[config.mk]
export PLATFORM = sky130hd
export DESIGN_NAME = capture_timer
export DESIGN_NICKNAME = d
export VERILOG_FILES = /design/src/rtl/ctmr_pkg.sv /design/src/rtl/ctmr_prescaler.sv /design/src/rtl/ctmr_counter.sv /design/src/rtl/ctmr_capture.sv /design/src/rtl/capture_timer.sv
export SDC_FILE = /design/constraint.sdc
export NUM_CORES = 1
export LEC_CHECK = 0
export ABC_AREA = 1
export ABC_CLOCK_PERIOD_IN_PS = 1910
export BUFFER_PORTS_ARGS = -buffer_cell sky130_fd_sc_hd__buf_2
export CAP_MARGIN = 25
export CELL_PAD_IN_SITES_DETAIL_PLACEMENT = 1
export CELL_PAD_IN_SITES_GLOBAL_PLACEMENT = 1
export CORE_MARGIN = 2
export CORE_UTILIZATION = 30
export DETAILED_ROUTE_END_ITERATION = 8
export GPL_TIMING_DRIVEN = 0
export PLACE_DENSITY_LB_ADDON = 0.2
export SKIP_CTS_REPAIR_TIMING = 1
export SYNTH_ARGS = -nofsm -noshare
export SYNTH_HDL_FRONTEND = slang
export SYNTH_SLANG_ARGS = --single-unit
export TNS_END_PERCENT = 100
[constraint.sdc]
create_clock -name clk -period 1.91 [get_ports clk]
set_clock_uncertainty 0.1 [all_clocks]
set_input_delay 0.0955 -clock clk [delete_from_list [all_inputs] [get_ports clk]]
set_output_delay 0.0955 -clock clk [all_outputs]
set_load 0.005 [all_outputs]
[src/rtl/ctmr_pkg.sv]
package ctmr_pkg;

    localparam int CNT_W      = 16;
    localparam int DATA_W     = 32;
    localparam int CODE_W     = 4;
    localparam int MAX_CODE   = 8;
    localparam int PRE_W      = MAX_CODE;
    localparam int WIN_BASE   = 'h80;
    localparam int NUM_REGS   = 6;
    localparam int SYNC_STAGES = 2;

    typedef struct packed {
        logic              ie_rise;
        logic              ie_fall;
        logic              ie_match;
        logic [1:0]        cap_sel;
        logic              run;
        logic              one_shot;
        logic [CODE_W-1:0] presc;
    } ctrl_t;

    localparam int CTRL_W = $bits(ctrl_t);

    typedef struct packed {
        logic rise;
        logic fall;
        logic match;
    } stat_t;

    localparam int STAT_W = $bits(stat_t);

    typedef enum logic [2:0] {
        SEL_CTRL = 3'd0,
        SEL_STAT = 3'd1,
        SEL_CMP  = 3'd2,
        SEL_CNT  = 3'd3,
        SEL_CAPR = 3'd4,
        SEL_CAPF = 3'd5
    } reg_sel_e;

    typedef enum logic [1:0] {
        CAP_OFF  = 2'b00,
        CAP_RISE = 2'b01,
        CAP_FALL = 2'b10,
        CAP_BOTH = 2'b11
    } cap_mode_e;

    // Mask of prescaler phase bits that must all be one for a tick.
    function automatic logic [PRE_W-1:0] div_mask(input logic [CODE_W-1:0] code);
        logic [CODE_W-1:0] eff;
        logic [PRE_W:0]    m;
        eff = (code > CODE_W'(MAX_CODE)) ? CODE_W'(MAX_CODE) : code;
        m   = ((PRE_W+1)'(1) << eff) - (PRE_W+1)'(1);
        return m[PRE_W-1:0];
    endfunction

endpackage

[src/rtl/ctmr_prescaler.sv]
module ctmr_prescaler
    import ctmr_pkg::*;
(
    input  logic              clk,
    input  logic              rst,
    input  logic              run,
    input  logic [CODE_W-1:0] code,
    output logic              tick
);
    logic [PRE_W-1:0] phase_q;
    logic [PRE_W-1:0] mask;

    always_comb begin
        mask = div_mask(code);
        tick = run && ((phase_q & mask) == mask);
    end

    always_ff @(posedge clk) begin
        if (rst || !run) begin
            phase_q <= '0;
        end else begin
            phase_q <= phase_q + PRE_W'(1);
        end
    end
endmodule

[src/rtl/ctmr_counter.sv]
module ctmr_counter
    import ctmr_pkg::*;
(
    input  logic             clk,
    input  logic             rst,
    input  logic             tick,
    input  logic             one_shot,
    input  logic [CNT_W-1:0] cmp,
    output logic [CNT_W-1:0] count,
    output logic             match_evt,
    output logic             done
);
    logic [CNT_W-1:0] count_q;
    logic             at_cmp;

    always_comb begin
        at_cmp    = (count_q == cmp);
        match_evt = tick && at_cmp;
        done      = match_evt && one_shot;
        count     = count_q;
    end

    always_ff @(posedge clk) begin
        if (rst) begin
            count_q <= '0;
        end else if (tick) begin
            if (at_cmp) begin
                count_q <= one_shot ? count_q : '0;
            end else begin
                count_q <= count_q + CNT_W'(1);
            end
        end
    end
endmodule

[src/rtl/ctmr_capture.sv]
module ctmr_capture
    import ctmr_pkg::*;
(
    input  logic             clk,
    input  logic             rst,
    input  logic             pin,
    input  logic [1:0]       mode,
    input  logic [CNT_W-1:0] count,
    output logic             rise_evt,
    output logic             fall_evt,
    output logic [CNT_W-1:0] cap_rise,
    output logic [CNT_W-1:0] cap_fall
);
    // Stages 0..SYNC_STAGES-1 synchronize, the last holds the previous level.
    logic [SYNC_STAGES:0] sync_q;
    logic                 level;
    logic                 prev;
    logic [1:0]           evt;
    logic [CNT_W-1:0]     cap_q [2];

    always_ff @(posedge clk) begin
        if (rst) begin
            sync_q <= '0;
        end else begin
            sync_q <= {sync_q[SYNC_STAGES-1:0], pin};
        end
    end

    always_comb begin
        level  = sync_q[SYNC_STAGES-1];
        prev   = sync_q[SYNC_STAGES];
        evt[0] = level && !prev && mode[0];
        evt[1] = !level && prev && mode[1];
    end

    for (genvar e = 0; e < 2; e++) begin : g_latch
        always_ff @(posedge clk) begin
            if (rst) begin
                cap_q[e] <= '0;
            end else if (evt[e]) begin
                cap_q[e] <= count;
            end
        end
    end

    assign rise_evt = evt[0];
    assign fall_evt = evt[1];
    assign cap_rise = cap_q[0];
    assign cap_fall = cap_q[1];
endmodule

[src/rtl/capture_timer.sv]
module capture_timer
    import ctmr_pkg::*;
#(
    parameter int ADDR_W = 8
) (
    input  logic              clk,
    input  logic              rst,
    input  logic              bus_wr,
    input  logic [ADDR_W-1:0] bus_addr,
    input  logic [DATA_W-1:0] bus_wdata,
    output logic [DATA_W-1:0] bus_rdata,
    input  logic              cap_pin,
    output logic              irq
);
    ctrl_t            ctrl_q;
    stat_t            stat_q;
    logic [CNT_W-1:0] cmp_q;
    logic [CNT_W-1:0] count;
    logic [CNT_W-1:0] cap_r;
    logic [CNT_W-1:0] cap_f;
    logic             tick;
    logic             match_evt;
    logic             done;
    logic             rise_evt;
    logic             fall_evt;

    logic [ADDR_W-1:0] off;
    logic              in_win;
    reg_sel_e          sel;
    logic              ctrl_wr;
    logic              stat_wr;
    logic              cmp_wr;
    stat_t             stat_set;
    stat_t             stat_clr;
    logic              unused_bits;

    // Address decode
    always_comb begin
        off     = bus_addr - ADDR_W'(WIN_BASE);
        in_win  = (bus_addr >= ADDR_W'(WIN_BASE)) && (off < ADDR_W'(NUM_REGS * 4));
        sel     = reg_sel_e'(off[4:2]);
        ctrl_wr = bus_wr && in_win && (sel == SEL_CTRL);
        stat_wr = bus_wr && in_win && (sel == SEL_STAT);
        cmp_wr  = bus_wr && in_win && (sel == SEL_CMP);
    end

    assign unused_bits = &{1'b0, bus_wdata[DATA_W-1:CNT_W], off[1:0], off[ADDR_W-1:5]};

    // Control register: a bus write wins over a single-shot stop
    always_ff @(posedge clk) begin
        if (rst) begin
            ctrl_q <= '0;
        end else if (ctrl_wr) begin
            ctrl_q <= ctrl_t'(bus_wdata[CTRL_W-1:0]);
        end else if (done) begin
            ctrl_q.run <= 1'b0;
        end
    end

    always_ff @(posedge clk) begin
        if (rst) begin
            cmp_q <= '0;
        end else if (cmp_wr) begin
            cmp_q <= bus_wdata[CNT_W-1:0];
        end
    end

    // Sticky status, write-one-to-clear, new events win
    always_comb begin
        stat_set.match = match_evt;
        stat_set.fall  = fall_evt;
        stat_set.rise  = rise_evt;
        stat_clr       = stat_wr ? stat_t'(bus_wdata[STAT_W-1:0]) : '0;
    end

    always_ff @(posedge clk) begin
        if (rst) begin
            stat_q <= '0;
        end else begin
            stat_q <= (stat_q & ~stat_clr) | stat_set;
        end
    end

    assign irq = |(stat_q & {ctrl_q.ie_rise, ctrl_q.ie_fall, ctrl_q.ie_match});

    // Read mux
    always_comb begin
        bus_rdata = '0;
        if (in_win) begin
            unique case (sel)
                SEL_CTRL: bus_rdata[CTRL_W-1:0] = ctrl_q;
                SEL_STAT: bus_rdata[STAT_W-1:0] = stat_q;
                SEL_CMP:  bus_rdata[CNT_W-1:0]  = cmp_q;
                SEL_CNT:  bus_rdata[CNT_W-1:0]  = count;
                SEL_CAPR: bus_rdata[CNT_W-1:0]  = cap_r;
                SEL_CAPF: bus_rdata[CNT_W-1:0]  = cap_f;
                default:  bus_rdata = '0;
            endcase
        end
    end

    ctmr_prescaler u_pre (
        .clk  (clk),
        .rst  (rst),
        .run  (ctrl_q.run),
        .code (ctrl_q.presc),
        .tick (tick)
    );

    ctmr_counter u_cnt (
        .clk       (clk),
        .rst       (rst),
        .tick      (tick),
        .one_shot  (ctrl_q.one_shot),
        .cmp       (cmp_q),
        .count     (count),
        .match_evt (match_evt),
        .done      (done)
    );

    ctmr_capture u_cap (
        .clk      (clk),
        .rst      (rst),
        .pin      (cap_pin),
        .mode     (ctrl_q.cap_sel),
        .count    (count),
        .rise_evt (rise_evt),
        .fall_evt (fall_evt),
        .cap_rise (cap_r),
        .cap_fall (cap_f)
    );
endmodule

==> flow_summary.json <==
{
  "outcome": "finished, violations left",
  "violations": "setup timing",
  "setup_ws_ns": -0.262,
  "max_freq_mhz": 460,
  "hold_viol_final": 0,
  "cp-start-kind": "flip-flop",
  "die_x_um": 133,
  "first_pass_iters": 4,
  "avgSynthCellArea_um2": 7.35,
  "via_count": 4964,
  "ir_worst_vdd_uv": 513,
  "crit_type": "flip-flop to flip-flop",
  "clock_sinks": 89,
  "nets": 820,
  "yosysWarnings": 0,
  "grt_first_pass_wirelength_mm": 26.9,
  "syn_inst": 676,
  "route.detailed.drc": 0,
  "cp_data_required_time_ns": 2.02,
  "drt_iter0_drc": 206,
  "gp_congestion": 0.814,
  "slew_viol_final": 0,
  "postPlaceCellArea_um2": 5520,
  "seq_power_share_pct": 47.3,
  "drv_cap": 0,
  "r2r_slack_ns": -0.26,
  "yosysTopAreaCell": "dfxtp_1",
  "dp_worst_setup_slack_ns": -0.403,
  "slew_headroom_pct": 40.1,
  "tritoncts": "built",
  "grtUsageTotal_pct": 19.7,
  "cts_max_path_buffers": 2,
  "synth_area_um2": 4970,
  "switching_power_uw": 986,
  "avgRoutedWirePerCell_um": 17.7,
  "crit_fanout": 8,
  "synthArstFlopShare_pct": 0,
  "dp_hpwl_mm": 13.2,
  "grt_max_degree": 17,
  "yosysTopAreaCellShare_pct": 23.0,
  "setup_viol": 18,
  "p_comb_share_pct": 7.1,
  "critPathArrivalTime_ns": 2.29,
  "leakage_uw": 0.00230,
  "cts-root-buf": "clkbuf_16",
  "cts_buffers": 9,
  "h-tree-depth": 3,
  "die_h_um": 133,
  "min_period_ns": 2.17,
  "final_layout_size_suffix_gt1_share_pct": 23.2,
  "num_io_pins": 77,
  "busiest_layer": "met2",
  "met3_usage_pct": 3.37,
  "power.share.switching_pct": 23.4,
  "syn_to_final_growth_pct": 26.1,
  "p_per_area_nw_per_um2": 673,
  "drt-total-wl_mm": 17.7,
  "internal-power_uw": 3230,
  "antenna_found_initial": 0,
  "grt-ovfl-total": 0,
  "clk_pin_slew_ns": 0.06,
  "insertion_delay_ns": 0.35,
  "ys_seq_area_share_pct": 42.3,
  "ant_nets": 0,
  "start_util_pct": 30.3,
  "end_kind": "flip-flop",
  "synth_seq_cells": 89,
  "grtUsageMet2_pct": 33.5,
  "grt_pass1_vias": 4964,
  "io_buffers": 42,
  "synth.area.top_cells": "dfxtp_1, edfxtp_1, nand2_1",
  "tightestPinTransition_ns": 0.899,
  "p_clk_share_pct": 45.6,
  "fin_area_um2": 6260,
  "hold_path.class": "primary input to flip-flop",
  "ys.flop_type": "dfxtp_1",
  "rows": 47,
  "period_share_pct": 114,
  "rsz0062_at_grt": "true",
  "ys_types": 38,
  "post-route-util_pct": 38.2,
  "die-area_um2": 17600,
  "hold_ws_ns": 0.147,
  "use_met1_pct": 25.7,
  "core_area_um2": 16400,
  "vias_per_cell": 4.99,
  "synth_edf_count": 32,
  "num_antenna_cells": 0
}
[flip-flops by register name, indices dropped and copies added (netlist names)]
signal,flops
cmp_q,16
stat_q,3
u_cap.cap_q,32
u_pre.phase_q,8
u_cnt.count,16
u_cap.sync_q,3
ctrl_q,11
[power by group through the flow]
stage	Sequential [µW]	Clock [µW]	Combinational (µW)
after floorplan	2040	0	156
after global placement	2040	0	250
after detailed placement	2040	0	254
after CTS	2000	1930	254
after global routing	2000	2010	326
final	1990	1920	298
[cells in the mapped netlist, types with 4 or more instances]
cell / count
buf_2: 10
a21oi_1: 53
edfxtp_1: 32
o21ai_0: 38
xor2_1: 6
a22oi_1: 5
nor3_1: 12
nand2_2: 4
nand4_1: 16
nor2_1: 96
inv_2: 21
ha_1: 5
nand2_1: 127
clkbuf_1: 13
nand3_1: 50
dfxtp_1: 57
inv_1: 56
a311oi_1: 4
a21oi_2: 10
buf_4: 16
a31oi_1: 8
o22ai_1: 12
[logic make-up (layout without fill, tap and decap cells)]
logic type	count (synthesis)	count (layout)	share of synthesized area [%]
xor gates and xnor gates	6	6	1.06
DFF	89	89	42.3
and+or+nand+nor	318	318	28.3
buffers and inverters	120	204	10.9
AOI/OAI and AO/OA	137	137	16.0
other	1	16	0.0755
adders and majority gates	5	5	1.26
[routing by layer]
layer | routed length [µm] | part of all wire (%) | vias up
met5 | 0 | 0 | -
met4 | 218 | 1.2 | 0
met3 | 574 | 3.3 | 13
met2 | 8810 | 50 | 76
met1 | 8050 | 46 | 2453
li1 | - | - | 2422
[metrics by stage]
step / instances / total power, µW / TNS [ns]
4_1_cts: 968 / 4180 / -8.46
6_report: 995 / 4210 / -3.90
5_1_grt: 995 / 4330 / -5.94
2_1_floorplan: 691 / 2190 / -0.375
3_5_place_dp: 953 / 2300 / -9.22
3_3_place_gp: 953 / 2290 / -12.73
[worst paths after layout]
| path | cells after the start | to | startpoint |
|---|---|---|---|
| worst max-delay path | 13 | u_cnt.count[7] | ctrl_q[1] |
| worst min-delay path | 4 | cmp_q[1] | rst |
| worst max register to register | 13 | u_cnt.count[7] | ctrl_q[1] |
| worst min register to register | 2 | u_cap.sync_q[1] | u_cap.sync_q[0] |
[critical path, stage by stage (launching register included)]
cell,delay [ns]
dfxtp_4,0.38
nor2_4,0.13
nand3_2,0.09
ha_4,0.27
nor2_2,0.03
nor2_1,0.10
nand3_1,0.08
nor2_1,0.09
nand3_1,0.12
nor2_4,0.21
nand2_4,0.14
clkbuf_16,0.19
nand2_2,0.06
a21oi_2,0.05
[layout by cell type (no fill, tap or decap), types with 25 or more instances in the layout]
cell type and count:
a21oi_1 52, buf_2 51, buf_4 25, dfxtp_1 47, edfxtp_1 32, inv_1 55, nand2_1 116, nand3_1 44
nor2_1 92, o21ai_0 37
[layout make-up]
class                   instances  area, µm²
plain buffers                  41        249
fillers                      2036      10100
clock buffers                   9        225
well taps                     220        275
repair buffers                 69        473
clock inverters                 6       83.8
multi-input cells             482       2530
inverters                      79        307
flip-flops and latches         89       2120
No activity file was read; power rests on OpenSTA's default activity.
